File: src/rtl/spi_cmd_master.sv
module spi_cmd_master #(
  parameter int RATE_W = 8
) (
  input  logic        clk,
  input  logic        rst_n,
  input  logic        bus_wr,
  input  logic        bus_rd,
  input  logic [2:0]  bus_addr,
  input  logic [31:0] bus_wdata,
  output logic [31:0] bus_rdata,
  output logic        irq_rx,
  output logic        irq_tx,
  output logic        sck,
  output logic        mosi,
  output logic        ss_n,
  input  logic        miso
);
  localparam int WORD_W = 32;
  localparam int IDX_W  = $clog2(WORD_W);
  localparam int HC_W   = IDX_W + 1;
  localparam int HALF_W = RATE_W + 4;
  localparam int DLY_W  = 3;
  localparam int DC_W   = DLY_W + 2;

  localparam logic [2:0] A_CTRL = 3'd0, A_RATE = 3'd1, A_CMD = 3'd2,
                         A_DLY  = 3'd3, A_DATA = 3'd4, A_STAT = 3'd5;

  typedef enum logic [2:0] {S_IDLE, S_LEAD, S_XFER, S_TRAIL, S_GAP, S_HOLD} st_t;

  st_t               st;
  logic [7:0]        ctrl_q;
  logic [RATE_W-1:0] rate_q;
  logic [15:0]       cmd_q, cmd_l;
  logic [DLY_W-1:0]  dly_lead, dly_trail, dly_gap;
  logic [WORD_W-1:0] tx_buf, tx_word, rx_word, rx_buf, rx_nx;
  logic              tx_pend, rx_full, ovr, sck_r, mosi_r;
  logic [HALF_W-1:0] hcnt, half_len;
  logic [DC_W-1:0]   dcnt, d_tgt;
  logic [HC_W-1:0]   hc;
  logic [5:0]        len;
  logic [IDX_W-1:0]  bi, drive_idx;
  logic              tick, dly_done, last_half, drive_now, samp_now;
  logic              launch_ok, go, deliver, wr_data, rd_data, miso_eff, active;
  wire               unused_cmd = ^cmd_l[6:4];

  function automatic logic [5:0] wlen(input logic [3:0] c);
    case (c)
      4'd0: wlen = 6'd20;
      4'd1: wlen = 6'd24;
      4'd2: wlen = 6'd32;
      4'd3, 4'd4, 4'd5, 4'd6: wlen = 6'd8;
      default: wlen = {2'b00, c} + 6'd1;
    endcase
  endfunction

  function automatic logic [IDX_W-1:0] bitpos(input logic [IDX_W-1:0] idx,
                                              input logic lsbf, input logic [5:0] n);
    bitpos = lsbf ? idx : IDX_W'(n - 6'd1 - {1'b0, idx});
  endfunction

  function automatic logic [DC_W-1:0] dly_halves(input logic en, input logic [DLY_W-1:0] f);
    logic [DLY_W:0] p;
    p = {1'b0, f} + 1'b1;
    dly_halves = en ? {p, 1'b0} : DC_W'(2);
  endfunction

  assign wr_data   = bus_wr && bus_addr == A_DATA;
  assign rd_data   = bus_rd && bus_addr == A_DATA;
  assign len       = wlen(cmd_l[11:8]);
  assign half_len  = (HALF_W'(rate_q) + HALF_W'(1)) << cmd_l[3:2];
  assign active    = st == S_LEAD || st == S_XFER || st == S_TRAIL || st == S_GAP;
  assign tick      = active && hcnt == half_len - 1'b1;

  always_comb begin
    case (st)
      S_LEAD:  d_tgt = dly_halves(cmd_l[15], dly_lead);
      S_TRAIL: d_tgt = dly_halves(cmd_l[14], dly_trail);
      default: d_tgt = dly_halves(cmd_l[13], dly_gap);
    endcase
  end
  assign dly_done  = tick && dcnt == d_tgt - 1'b1;

  assign bi        = hc[HC_W-1:1];
  assign last_half = {1'b0, hc} == {len, 1'b0} - 7'd1;
  assign drive_now = tick && st == S_XFER && (cmd_l[0] ? !hc[0] : (hc[0] && !last_half));
  assign drive_idx = cmd_l[0] ? bi : bi + 1'b1;
  assign samp_now  = tick && st == S_XFER && (cmd_l[0] ? hc[0] : !hc[0]);
  assign deliver   = tick && st == S_XFER && last_half && !ctrl_q[1];

  assign launch_ok = ctrl_q[0] && tx_pend;
  assign go        = launch_ok && (st == S_IDLE || st == S_HOLD || (st == S_GAP && dly_done));

  assign mosi      = (st != S_XFER && ctrl_q[6]) ? ctrl_q[7] : mosi_r;
  assign miso_eff  = ctrl_q[5] ? mosi : (ctrl_q[4] ? ~mosi : miso);
  assign ss_n      = st == S_IDLE || st == S_GAP;
  assign sck       = st == S_IDLE ? cmd_q[1] : (st == S_XFER ? sck_r : cmd_l[1]);
  assign irq_rx    = rx_full && ctrl_q[2];
  assign irq_tx    = !tx_pend && ctrl_q[3];

  always_comb begin
    rx_nx = rx_word;
    if (samp_now) rx_nx[bitpos(bi, cmd_l[12], len)] = miso_eff;
  end

  always_comb begin
    case (bus_addr)
      A_CTRL:  bus_rdata = 32'(ctrl_q);
      A_RATE:  bus_rdata = 32'(rate_q);
      A_CMD:   bus_rdata = 32'(cmd_q);
      A_DLY:   bus_rdata = 32'({dly_gap, 1'b0, dly_trail, 1'b0, dly_lead});
      A_DATA:  bus_rdata = rx_buf;
      A_STAT:  bus_rdata = 32'({rx_full, (st == S_IDLE || st == S_HOLD) && !tx_pend,
                                !tx_pend, 3'b000, st == S_IDLE, ovr});
      default: bus_rdata = '0;
    endcase
  end

  always_ff @(posedge clk or negedge rst_n) begin
    if (!rst_n) begin
      st <= S_IDLE; ctrl_q <= '0; rate_q <= '0; cmd_q <= '0; cmd_l <= '0;
      dly_lead <= '0; dly_trail <= '0; dly_gap <= '0;
      tx_buf <= '0; tx_word <= '0; rx_word <= '0; rx_buf <= '0;
      tx_pend <= 1'b0; rx_full <= 1'b0; ovr <= 1'b0; sck_r <= 1'b0; mosi_r <= 1'b0;
      hcnt <= '0; dcnt <= '0; hc <= '0;
    end else begin
      if (bus_wr) begin
        case (bus_addr)
          A_CTRL: ctrl_q <= bus_wdata[7:0];
          A_RATE: rate_q <= bus_wdata[RATE_W-1:0];
          A_CMD:  cmd_q  <= bus_wdata[15:0];
          A_DLY: begin
            dly_lead  <= bus_wdata[2:0];
            dly_trail <= bus_wdata[6:4];
            dly_gap   <= bus_wdata[10:8];
          end
          A_STAT: if (!bus_wdata[0]) ovr <= 1'b0;
          default: ;
        endcase
      end

      if (wr_data) begin
        tx_buf  <= bus_wdata;
        tx_pend <= 1'b1;
      end else if (go) begin
        tx_pend <= 1'b0;
      end

      if (deliver) begin
        if (rx_full && !rd_data) ovr <= 1'b1;
        else begin
          rx_buf  <= rx_nx;
          rx_full <= 1'b1;
        end
      end else if (rd_data) begin
        rx_full <= 1'b0;
      end

      if (active) hcnt <= tick ? '0 : hcnt + 1'b1;
      else        hcnt <= '0;

      if (go) begin
        st      <= S_LEAD;
        cmd_l   <= cmd_q;
        tx_word <= tx_buf;
        rx_word <= '0;
        hcnt    <= '0;
        dcnt    <= '0;
      end else begin
        case (st)
          S_LEAD: if (tick) begin
            if (dly_done) begin
              st    <= S_XFER;
              dcnt  <= '0;
              hc    <= '0;
              sck_r <= cmd_l[1];
              if (!cmd_l[0]) mosi_r <= tx_word[bitpos('0, cmd_l[12], len)];
            end else dcnt <= dcnt + 1'b1;
          end
          S_XFER: if (tick) begin
            sck_r   <= ~sck_r;
            rx_word <= rx_nx;
            if (drive_now) mosi_r <= tx_word[bitpos(drive_idx, cmd_l[12], len)];
            if (last_half) begin
              st   <= S_TRAIL;
              dcnt <= '0;
            end else hc <= hc + 1'b1;
          end
          S_TRAIL: if (tick) begin
            if (dly_done) begin
              st   <= (cmd_l[7] && ctrl_q[0]) ? S_HOLD : S_GAP;
              dcnt <= '0;
            end else dcnt <= dcnt + 1'b1;
          end
          S_GAP: if (tick) begin
            if (dly_done) st <= S_IDLE;
            else dcnt <= dcnt + 1'b1;
          end
          S_HOLD: if (!cmd_q[7] || !ctrl_q[0]) begin
            st   <= S_GAP;
            dcnt <= '0;
          end
          default: ;
        endcase
      end
    end
  end

  a_r2_sck_moves_on_tick: assert property (@(posedge clk) disable iff (!rst_n)
    (st == S_XFER && !tick) |=> $stable(sck));
  a_r6_rx_fills_at_word_end: assert property (@(posedge clk) disable iff (!rst_n)
    $rose(rx_full) |-> $past(st) == S_XFER);
  a_r7_overrun_needs_full: assert property (@(posedge clk) disable iff (!rst_n)
    $rose(ovr) |-> $past(rx_full));
  a_r8_txonly_no_capture: assert property (@(posedge clk) disable iff (!rst_n)
    (ctrl_q[1] && !rx_full) |=> !rx_full);
  a_r11_write_queues: assert property (@(posedge clk) disable iff (!rst_n)
    wr_data |=> tx_pend);
  a_r10_idle_level: assert property (@(posedge clk) disable iff (!rst_n)
    (ctrl_q[6] && ss_n) |-> mosi == ctrl_q[7]);
endmodule

File: config.mk
export PLATFORM = sky130hd
export DESIGN_NAME = spi_cmd_master
export DESIGN_NICKNAME = d
export VERILOG_FILES = /design/src/rtl/spi_cmd_master.sv
export SDC_FILE = /design/constraint.sdc
export NUM_CORES = 1
export LEC_CHECK = 0
export ABC_AREA = 1
export CAP_MARGIN = 20
export CELL_PAD_IN_SITES_DETAIL_PLACEMENT = 1
export CELL_PAD_IN_SITES_GLOBAL_PLACEMENT = 2
export CORE_ASPECT_RATIO = 0.8
export CORE_MARGIN = 3
export CORE_UTILIZATION = 37
export CTS_CLUSTER_SIZE = 14
export DETAILED_ROUTE_END_ITERATION = 6
export PLACE_DENSITY_LB_ADDON = 0.08
export SLEW_MARGIN = 40
export SYNTH_ARGS = -nofsm -noshare
export SYNTH_HDL_FRONTEND = slang
export SYNTH_SLANG_ARGS = --single-unit
File: constraint.sdc
create_clock -name clk -period 5.6 [get_ports clk]
set_input_delay 1.12 -clock clk [delete_from_list [all_inputs] [get_ports clk]]
set_output_delay 1.12 -clock clk [all_outputs]
set_load 0.01 [all_outputs]
==> reports/metrics.yaml <==
setup_path:
  startpoint: "cmd_l[8]"
  slowest_stage: "dfrtp_1"
  crit_top_cell: "nand2_1"
  required_ns: 6.09
  cp_max_fo: 32
  cpPeakStageDelay_ns: 0.43
  critPathArrivalTime_ns: 5.31
  start_kind: "register"
  rr_worst_depth: 21
  worstSetupPathType: "reg -> reg"
  path_cells: "inv_1 > ha_1 > nor2_1 > nand2_1 > o21ai_1 > nand2_1 > nor2_2 > inv_1 > ha_1 > or2_2 > nand2_1 > ha_1 > nand2_1 > nor3_1 > nand4_1 > inv_1 > nand2_1 > or3_4 > nor2_8 > nand2_1 > nand2_1"
  reg2reg_from: "cmd_l[8]"
  endpoint_kind: "register"
global_route:
  grt_pass1_vias: 12900
  grt_overflow: 0
  grt_max_degree: 98
  grt_pass1_wl_mm: 72.8
  track_usage_pct: 24.1
  antenna_found_initial: 1
routing:
  drc: 0
  avgViaCountPerCell: 5.15
  dr.pass1.iters: 5
  dr_total_vias: 12500
  drtIter0Drc: 721
  wl_per_cell_um: 18.4
  ant_nets: 0
  drt_wl_total_mm: 44.8
placed_design:
  dp_hpwl_mm: 33.2
  gp_congestion: 0.895
  numPortBuffers: 76
synthesis:
  netlist_instances: 1880
  syn_nets: 1947
  seq_area_frac_synth_pct: 40.6
  yosysWarnings: 0
  synth_cell_types: 50
  ys_seq_elements: 213
  syn_area_um2: 13100
  async_flop_share_pct: 100
  synth-main-ff-cell: "dfrtp_1"
  synth-edff-count: 0
  syn_area_per_cell_um2: 6.98
worst_hold_path:
  min_path_type: "reg -> reg"
  min-delay-start: "tx_buf[8]"
  hold_depth: 2
finish:
  drive_gt1_share_pct: 7.05
  nFillCells: 4487
  final_cell_mix: "nand2_1 (686), dfrtp_1 (213), inv_1 (212)"
  n_antenna_cell: 0
  finalNetCount: 2005
  final_common_cell: "nand2_1"
  synthToLayoutAreaGrowth_pct: 16.1
die:
  fp.dieH_um: 174
  die_area_um2: 37800
  core_um2: 34900
  die_w_um: 216
  rows: 61
  io_pins: 77
  initial_core_util_pct: 37.6
power:
  total_power_mw: 8.87
  p_sw_mw: 4.48
  switching_share_pct: 50.5
  ir_worst_vdd_uv: 284
  combPwrFrac_pct: 56.2
  leakagePower_nw: 7.92
  p_seq_share_pct: 23.6
  power.density_nw_per_um2: 582
  share_clk_of_total_power_pct: 20.1
  p_int_mw: 4.39
run_status:
  status: "finished, final reports clean"
clock_tree:
  cts-resized-gates: 0
  clock_sinks: 213
  cts_hold_buf: 0
  cts_tree: "built"
  cts_max_level: 1
  clock_path_buffers: 3
  cts-root-buf: "clkbuf_16"
  post_cts_buffers: 0
  cts_buffers: 26
  clk_latency_ns: 0.55
  clk_pin_slew_ns: 0.06
timing:
  drv_slew: 0
  finalClockSkew_ns: 0.00915
  hold_violations: 0
  rsz0062_at_grt: "false"
  tightest_slew_ns: 0.707
  timing.fmax_mhz: 207
  fin_crit_ns: 4.83
  tns_ns: 0
  slew-limit-headroom_pct: 52.9
  finalCritPeriodShare_pct: 86.2
  setup_violations: 0
run:
  cap_viol_max_count: 0
==> area by class of cell <==
class                      count  area, µm²  share of cell area [%]
multi-input combinational   1366       6560                    43.1
sequential                   213       5330                    35.0
timing repair buffer          97        968                    6.36
inverter                     234        878                    5.77
clock buffer                  41        808                    5.31
tap                          472        591                    3.88
clock inverter                 7       92.6                   0.608
==> power groups by stage <==
stage	clock, mW	sequential (mW)	combinational [mW]
after floorplan	0	1.97	3.47
after global placement	0	2.11	4.84
after detailed placement	0	2.11	4.97
after CTS	1.83	2.09	4.99
after global routing	1.90	2.13	5.64
final	1.79	2.10	4.99
==> layer usage <==
| metal | GRT usage (%) | up-vias | wire (µm) | part of all wire [%] |
|---|---|---|---|---|
| met3 | 4.30 | 47 | 2230 | 5.0 |
| met2 | 36.9 | 233 | 19100 | 43 |
| met5 | 0 | - | 13 | 0.029 |
| li1 | - | 6093 | - | - |
| met1 | 36.2 | 6136 | 22700 | 51 |
| met4 | 4.05 | 2 | 705 | 1.6 |
==> final timing paths <==
| kind | to | slack, ns |
|---|---|---|
| setup / recovery | rx_buf[8] | 0.77 |
| hold / removal | tx_word[8] | 0.47 |
| setup reg to reg | rx_buf[8] | 0.77 |
| hold reg to reg | tx_word[8] | 0.47 |
| max in group asynchronous | rx_word[3] | 4.16 |
| min in group asynchronous | tx_buf[18] | 0.50 |
==> per-stage QoR <==
step           std cells  instance area [µm²]  hold slack, ns  worst slack [ns]  utilization (%)
2_1_floorplan       1880                13100           0.436              1.88                -
3_3_place_gp        2381                14300           0.445             0.884             41.0
3_5_place_dp        2382                14300           0.462             0.744             41.1
4_1_cts             2430                15200           0.478             0.720             43.7
5_1_grt             2430                15200           0.502             0.306             43.7
6_report            2430                15200           0.474             0.773             43.7
==> state kept, by name (all words and copies together) (netlist names), 3 cells and up <==
signal and flops:
dly_trail 3, tx_buf 32, tx_word 32, st 3, rx_word 32, hcnt 12, rx_buf 32, cmd_l 13
cmd_q 16, hc 6, ctrl_q 8, dly_lead 3, dcnt 5, dly_gap 3, rate_q 8
==> cell usage after synthesis, types with 4 or more instances <==
| cell type | count | area share (%) |
|---|---|---|
| buf_2 | 14 | 0.53 |
| o2111ai_1 | 4 | 0.27 |
| o21ai_0 | 145 | 5.5 |
| nand2_2 | 7 | 0.33 |
| a22o_1 | 5 | 0.33 |
| nand3_1 | 184 | 7.0 |
| o211ai_1 | 8 | 0.46 |
| o21ai_1 | 7 | 0.27 |
| nand4_1 | 19 | 0.91 |
| o221ai_1 | 4 | 0.27 |
| inv_2 | 18 | 0.52 |
| a21oi_1 | 39 | 1.5 |
| nand2_1 | 688 | 20 |
| nand3_2 | 9 | 0.69 |
| nor3_1 | 9 | 0.34 |
| dfrtp_1 | 213 | 41 |
| or2_2 | 5 | 0.24 |
| clkinv_1 | 4 | 0.11 |
| o21bai_1 | 7 | 0.40 |
| inv_1 | 212 | 6.1 |
| ha_1 | 25 | 2.4 |
| nor2_2 | 10 | 0.48 |
| mux2_2 | 17 | 1.5 |
| clkbuf_1 | 38 | 1.1 |
| xnor2_1 | 6 | 0.40 |
| o22ai_1 | 4 | 0.19 |
| nor2_1 | 113 | 3.2 |
| a22oi_1 | 4 | 0.23 |
| xor2_1 | 22 | 1.5 |
| buf_6 | 9 | 0.77 |
==> worst max-delay path: cells and delay by family, from the launching register on <==
family | cells | cell delay [ns]
and+or+nand+nor | 14 | 2.86
buffers and inverters | 3 | 0.52
AOI/OAI and AO/OA | 1 | 0.17
DFF | 1 | 0.43
adders and majority gates | 3 | 0.74
==> logic make-up after synthesis <==
| family | share of synthesized area [%] |
|---|---|
| and+or+nand+nor | 33.8 |
| xor gates and xnor gates | 1.87 |
| AOI/OAI and AO/OA | 10.2 |
| adders and majority gates | 2.69 |
| muxes | 1.46 |
| DFF | 40.6 |
| buffers and inverters | 9.36 |
No activity file was read; power rests on OpenSTA's default activity.
